## config.mk

```make
export PLATFORM = sky130hd
export DESIGN_NAME = quick_erase_seq
export DESIGN_NICKNAME = d
export VERILOG_FILES = /design/src/rtl/quick_erase_seq.sv
export SDC_FILE = /design/constraint.sdc
export NUM_CORES = 1
export LEC_CHECK = 0
export BUFFER_PORTS_ARGS = -buffer_cell sky130_fd_sc_hd__buf_2
export CELL_PAD_IN_SITES_DETAIL_PLACEMENT = 0
export CELL_PAD_IN_SITES_GLOBAL_PLACEMENT = 1
export CORE_UTILIZATION = 49
export CTS_BUF_LIST = sky130_fd_sc_hd__clkbuf_8
export DETAILED_ROUTE_END_ITERATION = 8
export MAX_ROUTING_LAYER = met4
export PLACE_DENSITY_LB_ADDON = 0.1
export SETUP_SLACK_MARGIN = 0.02
export SLEW_MARGIN = 20
export SYNTH_ARGS = -nofsm -noshare
export SYNTH_HDL_FRONTEND = slang
export SYNTH_SLANG_ARGS = --single-unit
```

## constraint.sdc

```tcl
create_clock -name clk -period 3.11 [get_ports clk]
set_input_delay 0.1555 -clock clk [delete_from_list [all_inputs] [get_ports clk]]
set_output_delay 0.1555 -clock clk [all_outputs]
set_load 0.01 [all_outputs]
```

## src/rtl/quick_erase_seq.sv

```systemverilog
module quick_erase_seq #(
  parameter int DEBOUNCE_CYC  = 1000,
  parameter int CLKS_PER_MS   = 250000,
  parameter int KEY_BUDGET_MS = 10
) (
  input  logic       clk,
  input  logic       rst_n,
  input  logic       trig_pin,
  input  logic       host_erase_req,
  input  logic       brick_mode_en,
  input  logic [1:0] nv_rd_data,
  output logic       nv_wr_en,
  output logic [1:0] nv_wr_data,
  output logic       key_reset_req,
  input  logic       key_reset_done,
  output logic       wipe_req,
  input  logic       wipe_done,
  output logic       remap_req,
  input  logic       remap_done,
  output logic       purge_req,
  input  logic       purge_done,
  input  logic       host_acc_req,
  output logic       host_acc_ok,
  output logic       key_timeout_err,
  output logic [5:0] status
);

  localparam int DBW = $clog2(DEBOUNCE_CYC + 1);
  localparam int PSW = (CLKS_PER_MS > 1) ? $clog2(CLKS_PER_MS) : 1;
  localparam int MSW = $clog2(KEY_BUDGET_MS + 1);
  localparam logic [1:0] NV_CLEAR   = 2'b00;
  localparam logic [1:0] NV_PENDING = 2'b01;
  localparam logic [1:0] NV_BRICKED = 2'b11;

  typedef enum logic [2:0] {
    S_BOOT, S_IDLE, S_KEY, S_WIPE, S_REMAP, S_DONE, S_BRICK
  } phase_t;

  phase_t st, st_nx;

  // pin synchroniser and debounce
  logic sync1, sync2;
  logic [DBW-1:0] db_cnt;
  logic pin_fire;

  always_ff @(posedge clk or negedge rst_n)
    if (!rst_n) begin
      sync1 <= 1'b0;
      sync2 <= 1'b0;
    end else begin
      sync1 <= trig_pin;
      sync2 <= sync1;
    end

  always_ff @(posedge clk or negedge rst_n)
    if (!rst_n) db_cnt <= '0;
    else if (!sync2) db_cnt <= '0;
    else if (db_cnt != DBW'(DEBOUNCE_CYC)) db_cnt <= db_cnt + 1'b1;

  assign pin_fire = sync2 && (db_cnt == DBW'(DEBOUNCE_CYC - 1));

  // sequencer
  logic can_start, start;
  assign can_start = (st == S_IDLE) || (st == S_DONE);
  assign start     = can_start && (pin_fire || host_erase_req);

  always_comb begin
    st_nx      = st;
    nv_wr_en   = 1'b0;
    nv_wr_data = NV_CLEAR;
    case (st)
      S_BOOT:
        if (nv_rd_data[1])      st_nx = S_BRICK;
        else if (nv_rd_data[0]) st_nx = S_KEY;
        else                    st_nx = S_IDLE;
      S_IDLE, S_DONE:
        if (start) begin
          st_nx      = S_KEY;
          nv_wr_en   = 1'b1;
          nv_wr_data = NV_PENDING;
        end
      S_KEY:
        if (key_reset_done) st_nx = S_WIPE;
      S_WIPE:
        if (wipe_done) begin
          if (brick_mode_en) begin
            st_nx      = S_BRICK;
            nv_wr_en   = 1'b1;
            nv_wr_data = NV_BRICKED;
          end else begin
            st_nx = S_REMAP;
          end
        end
      S_REMAP:
        if (remap_done) begin
          st_nx      = S_DONE;
          nv_wr_en   = 1'b1;
          nv_wr_data = NV_CLEAR;
        end
      default: st_nx = st;
    endcase
  end

  always_ff @(posedge clk or negedge rst_n)
    if (!rst_n) st <= S_BOOT;
    else        st <= st_nx;

  // purge handshake bookkeeping inside the bricked phase
  logic purge_seen;
  always_ff @(posedge clk or negedge rst_n)
    if (!rst_n)                        purge_seen <= 1'b0;
    else if (st != S_BRICK)            purge_seen <= 1'b0;
    else if (purge_done)               purge_seen <= 1'b1;

  // key budget timer
  logic [PSW-1:0] pre_cnt;
  logic [MSW-1:0] ms_cnt;
  logic           err_q;

  always_ff @(posedge clk or negedge rst_n)
    if (!rst_n) begin
      pre_cnt <= '0;
      ms_cnt  <= '0;
    end else if (st != S_KEY) begin
      pre_cnt <= '0;
      ms_cnt  <= '0;
    end else if (pre_cnt == PSW'(CLKS_PER_MS - 1)) begin
      pre_cnt <= '0;
      if (ms_cnt != MSW'(KEY_BUDGET_MS)) ms_cnt <= ms_cnt + 1'b1;
    end else begin
      pre_cnt <= pre_cnt + 1'b1;
    end

  always_ff @(posedge clk or negedge rst_n)
    if (!rst_n)                                           err_q <= 1'b0;
    else if (start)                                       err_q <= 1'b0;
    else if (st == S_KEY && ms_cnt == MSW'(KEY_BUDGET_MS)) err_q <= 1'b1;

  // outputs
  logic locked;
  assign locked          = !can_start;
  assign key_reset_req   = (st == S_KEY);
  assign wipe_req        = (st == S_WIPE);
  assign remap_req       = (st == S_REMAP);
  assign purge_req       = (st == S_BRICK) && !purge_seen;
  assign host_acc_ok     = host_acc_req && !locked;
  assign key_timeout_err = err_q;

  always_comb
    case (st)
      S_KEY:   status = 6'b000010;
      S_WIPE:  status = 6'b000100;
      S_REMAP: status = 6'b001000;
      S_DONE:  status = 6'b010000;
      S_BRICK: status = 6'b100000;
      default: status = 6'b000001;
    endcase

  // assertions
  a_r2_flag_before_key: assert property (@(posedge clk) disable iff (!rst_n)
    $rose(key_reset_req) |-> nv_rd_data[0]);

  a_r5_locked_no_access: assert property (@(posedge clk) disable iff (!rst_n)
    (key_reset_req || wipe_req || remap_req || status[5]) |-> !host_acc_ok);

  a_r6_clear_after_remap: assert property (@(posedge clk) disable iff (!rst_n)
    (nv_wr_en && nv_wr_data == NV_CLEAR) |-> remap_done);

  a_r4_timeout_in_key: assert property (@(posedge clk) disable iff (!rst_n)
    $rose(key_timeout_err) |-> $past(key_reset_req));

  a_r7_brick_sticky: assert property (@(posedge clk) disable iff (!rst_n)
    status[5] |=> status[5]);

  a_r9_onehot_status: assert property (@(posedge clk) disable iff (!rst_n)
    $onehot(status));

  a_r3_single_request: assert property (@(posedge clk) disable iff (!rst_n)
    $onehot0({key_reset_req, wipe_req, remap_req, purge_req}));

endmodule

```

# Word-level counts from Yosys, hierarchy flattened

Cells that the tools add are included.
Widths: inputs -> output; s select.

Flip-flop bits (word level): 39
Bits of input ports: 12
Output and inout bits: 15
Word-level logic and storage cells: 75

Add/subtract/negate cells: 3
Equal/unequal tests: 18
Muxes and demuxes: 29
Reductions and logical operators: 17

Operator list:

| kind                  | count |
|---|---|
| $mux 18               | 2 |
| $pmux 6 s5            | 1 |
| $mux 10               | 2 |
| $add 18x1->18 const B | 1 |
| $eq 18x18->1 const B  | 1 |
| $mux 3                | 5 |
| $pmux 3 s5            | 1 |
| $mux 4                | 3 |
| $add 10x1->10 const B | 1 |
| $eq 10x10->1 const B  | 1 |
| $ne 10x10->1 const B  | 1 |
| $eq 3x3->1 const B    | 3 |
| $mux 1                | 9 |
| $mux 2                | 4 |
| $ne 2x1->1 const B    | 4 |
| $reduce_bool 2->1     | 4 |
| $eq 3x2->1 const B    | 2 |
| $logic_and 1x1->1     | 5 |
| $reduce_and 5->1      | 1 |
| $reduce_bool 5->1     | 1 |
| $add 4x1->4 const B   | 1 |
| $eq 4x4->1 const B    | 1 |
| $ne 4x4->1 const B    | 1 |
| $pmux 2 s2            | 1 |
| 10 further kinds      | 11 |

# Depth between registers and ports, before layout

Depth after elaboration: 6
Mapped depth: 7
Depth with buffers taken out: 6

# Worst setup path before layout

OpenSTA, ideal clock, no wires.

Path kind: flip-flop to flip-flop
From: reg pre_cnt[0]
To: reg ms_cnt[3]
Setup time: 77 ps
Arrival: 1750 ps
Required time: 3033 ps
Path slack: 1283 ps
Cell stages (with the launch flop): 7
Path buffers: 1
Clock period less this slack: 1827 ps
Cells stage by stage: dfrtp_1 -> ha_1 -> nand3_2 -> or3_1 -> clkbuf_2 -> or4_1 -> a21oi_1

Word-level cells in the longest chain between the ends: 3

RTL lines:

| element                     | RTL line | text |
|---|---|---|
| start, declared             | 116      | `logic [PSW-1:0] pre_cnt;` |
| start signal, assigned      | 131      | `pre_cnt <= pre_cnt + 1'b1;` |
| $eq 18x18->1                | 127      | `end else if (pre_cnt == PSW'(CLKS_PER_MS - 1)) begin` |
| $reduce_bool 2->1 (no line) | -        |  |
| $reduce_and 2->1 (no line)  | -        |  |
| end signal, assigned        | 129      | `if (ms_cnt != MSW'(KEY_BUDGET_MS)) ms_cnt <= ms_cnt + 1'b1;` |
| end, declared               | 117      | `logic [MSW-1:0] ms_cnt;` |

Every way passes these cells.
A chain may end at the register's enable or synchronous reset.

# Worst setup path in the final report

From: reg db_cnt[0]
To: out nv_wr_en

Word-level cells in the longest chain between the ends: 6

RTL lines:

| element                | RTL line | text |
|---|---|---|
| start, declared        | 43       | `logic [DBW-1:0] db_cnt;` |
| start signal, assigned | 58       | `else if (db_cnt != DBW'(DEBOUNCE_CYC)) db_cnt <= db_cnt + 1'b1;` |
| $eq 10x10->1           | 60       | `assign pin_fire = sync2 && (db_cnt == DBW'(DEBOUNCE_CYC - 1));` |
| $logic_and 1x1->1      | 60       |  |
| $logic_or 1x1->1       | 65       | `assign start = can_start && (pin_fire \|\| host_erase_req);` |
| $logic_and 1x1->1      | 65       |  |
| $mux 1                 | 77       | `if (start) begin` |
| $pmux 1 s3             | 71       | `case (st)` |
| end, declared          | 12       | `output logic nv_wr_en,` |

Every way passes these cells.

==> impl_metrics.tcl <==
set metrics [dict create \
    drt_wl_total_mm 4.002 \
    status "finished, violations left" \
    critPathSlowestCell "dfrtp_1" \
    ff2ff_setup_slack_ps 1000 \
    clock_skew_ps 9.682 \
    synthFlopType "dfrtp_1" \
    synth_edf_count 0 \
    grt_pass1_wl_mm 6.810 \
    grt_max_degree 40 \
    met1_usage_pct 25.83 \
    busiest_layer "met2" \
    wl_per_cell_um 13.43 \
    cts_buffers 5 \
    cts-resized-gates 0 \
    critical_path.startpoint "db_cnt[0]" \
    nFillCells 375 \
    pin_count 27 \
    drt_first_pass_iters 4 \
    ys.warnings.count 0 \
    htree_levels 2 \
    portBuffers 26 \
    netlist_instances 222 \
    cap_viol_max_count 0 \
    core-area_um2 4058 \
    failed_checks "negative hold slack" \
    cp-end-kind "output port" \
    dieArea_um2 4532 \
    fp.dieH_um 67.32 \
    hold_slack_ps -23.81 \
    n_antenna_cell 0 \
    cp-start-kind "flop" \
    hold_class "in -> async" \
    post-route-min-period_ps 2191 \
    finalCritPeriodShare_pct 70.45 \
    final_max_slew_viol_count 0 \
    layout_common_cells "dfrtp_1 (39), nor2_1 (26), buf_2 (26)" \
    syn_nets 239 \
    vias_per_cell 5.419 \
    ctsLongestPathBuffers 2 \
    overflow 0 \
    path_class "reg -> out" \
    power_density_nw_per_um2 438.1 \
    max_freq_mhz 456.4 \
    area_growth_pct 12.75 \
    vias 1615 \
    path_cells "ha_1 > and4b_1 > a31oi_1 > nand2b_1 > nand3_1 > buf_2" \
    slowest_delay_ps 460 \
    place.gp.congestion 0.8420 \
    synth_seq_cells 39 \
    r2r-end "pre_cnt[8]" \
    drc 0 \
    finalWorstSetupSlack_ps 918.9 \
    finalSetupTns_ps 0 \
    netlist_area_um2 2091 \
    avgSynthCellArea_um2 9.418 \
    antenna_found_initial 0 \
    fin_util_pct 58.09 \
    post-cts-setup-buffers 0 \
    ys_seq_area_share_pct 46.68 \
    track_usage_pct 20.92 \
    gr-usage-met3_pct 5.068 \
    rows 23 \
    grtUsageMet2_pct 33.50 \
    final_common_cell "dfrtp_1" \
    ys_async_sr_fraction_pct 100.0 \
    root_buffer "clkbuf_8" \
    clock_sinks 39 \
    dpl.hpwl_mm 2.866 \
    die-width_um 67.32 \
    cp_data_arrival_time_ps 2040 \
    ys_types 42 \
    insertion_delay_ps 290 \
    setup_viol 0 \
    drive_above_1_share_pct 15.73 \
    clk_pin_slew_ps 70 \
    r2r_start "pre_cnt[0]" \
    hold_viol_final 39 \
    power.leakage_nw 1.011 \
    grt_pass1_vias 1542 \
    rsz0062_at_grt "no" \
    start_util_pct 51.53 \
    hold_buffers 1 \
    drtIter0Drc 100 \
    ant_nets 0 \
    cp_data_required_time_ps 2950 \
    r2r_cells 5 \
    tightest_slew_ps 860.5 \
    path_max_fanout 6 \
    cts_tree "built" \
    relSlewSlack_pct 42.63 \
    preCtsSetupSlack_ps 990.7 \
    nets 264 \
    peakVddDrop_uv 232.8 \
]
[cell usage after synthesis, types with 2 or more instances]
cell | number | share of area, %
a21oi_1 | 8 | 1.9
and2_1 | 10 | 3.0
and3_1 | 2 | 0.60
and3b_1 | 4 | 1.7
clkbuf_1 | 6 | 1.1
dfrtp_1 | 39 | 47
ha_1 | 5 | 3.0
inv_1 | 11 | 2.0
mux2i_1 | 2 | 0.96
nand2_1 | 12 | 2.2
nand2b_1 | 3 | 0.90
nand3_1 | 14 | 3.4
nand3b_1 | 4 | 1.4
nand4_1 | 7 | 2.1
nor2_1 | 26 | 4.7
nor2b_1 | 3 | 0.90
nor3_1 | 5 | 1.2
nor3b_1 | 2 | 0.72
nor4_1 | 7 | 2.1
o21ai_0 | 4 | 0.96
o31ai_1 | 2 | 0.72
or3_1 | 3 | 0.90
or3_2 | 2 | 0.72
or4_1 | 2 | 0.72
xnor2_1 | 21 | 8.8
xor2_1 | 2 | 0.84
[worst max path at each step]
stage,cells after the start,endpoint,slack [ps]
6_report,6,nv_wr_en,920
5_1_grt,6,nv_wr_en,780
4_1_cts,6,nv_wr_en,930
3_5_place_dp,5,pre_cnt[9],990
3_3_place_gp,5,pre_cnt[16],1110
2_1_floorplan,6,ms_cnt[3],1280
[registers in the layout (all words and copies together) (netlist names)]
register,flops
db_cnt,10
key_timeout_err,1
ms_cnt,4
pre_cnt,18
purge_seen,1
st,3
sync1,1
sync2,1
[report_power, final]
part | switching (mW) | total (mW) | internal (mW)
Sequential | 0.0300 | 0.554 | 0.524
Combinational | 0.0573 | 0.105 | 0.0477
Clock | 0.172 | 0.374 | 0.202
Total | 0.260 | 1.03 | 0.773
[critical path, delay by kind of cell (launching register included)]
| kind | cells | cell delay (ps) |
|---|---|---|
| compound gates | 1 | 320 |
| fa+ha+maj | 1 | 300 |
| buf+inv | 1 | 140 |
| flops | 1 | 460 |
| simple gates | 3 | 510 |
[kinds of logic after synthesis]
family / count (synthesis) / share of synthesized area [%]
adder cells (fa/ha/maj): 5 / 2.992
multiplexers: 2 / 0.9575
AND/OR/NAND/NOR: 111 / 29.32
XOR/XNOR: 23 / 9.635
flip-flops: 39 / 46.68
AO/OA/AOI/OAI: 22 / 6.524
buffers and inverters: 20 / 3.890
[layer usage]
metal / wire, um / vias to the layer above
met2: 1865 / 33
met3: 123 / 6
met1: 1961 / 761
li1: - / 815
met4: 51 / 0
met5: 0 / -
[per-stage QoR]
step	area (um2)	total power, mW	cells	hold slack (ps)
after floorplan	2091	0.6200	222	-140.1
final	2357	1.033	298	-23.81
after global placement	2243	0.6647	289	263.8
after global routing	2357	1.089	298	50.54
after detailed placement	2243	0.6704	289	269.3
after CTS	2357	1.048	298	4.540
[final cells by class]
cell class,count,area (um2),area share [%]
Multi-Input combinational cell,163,1033,43.84
Sequential cell,39,975.9,41.40
Timing Repair Buffer,27,140.1,5.945
Clock buffer,7,96.34,4.087
Tap cell,50,62.56,2.654
Inverter,11,41.29,1.752
Clock inverter,1,7.507,0.3185
Power figures use the tool's default switching activity.
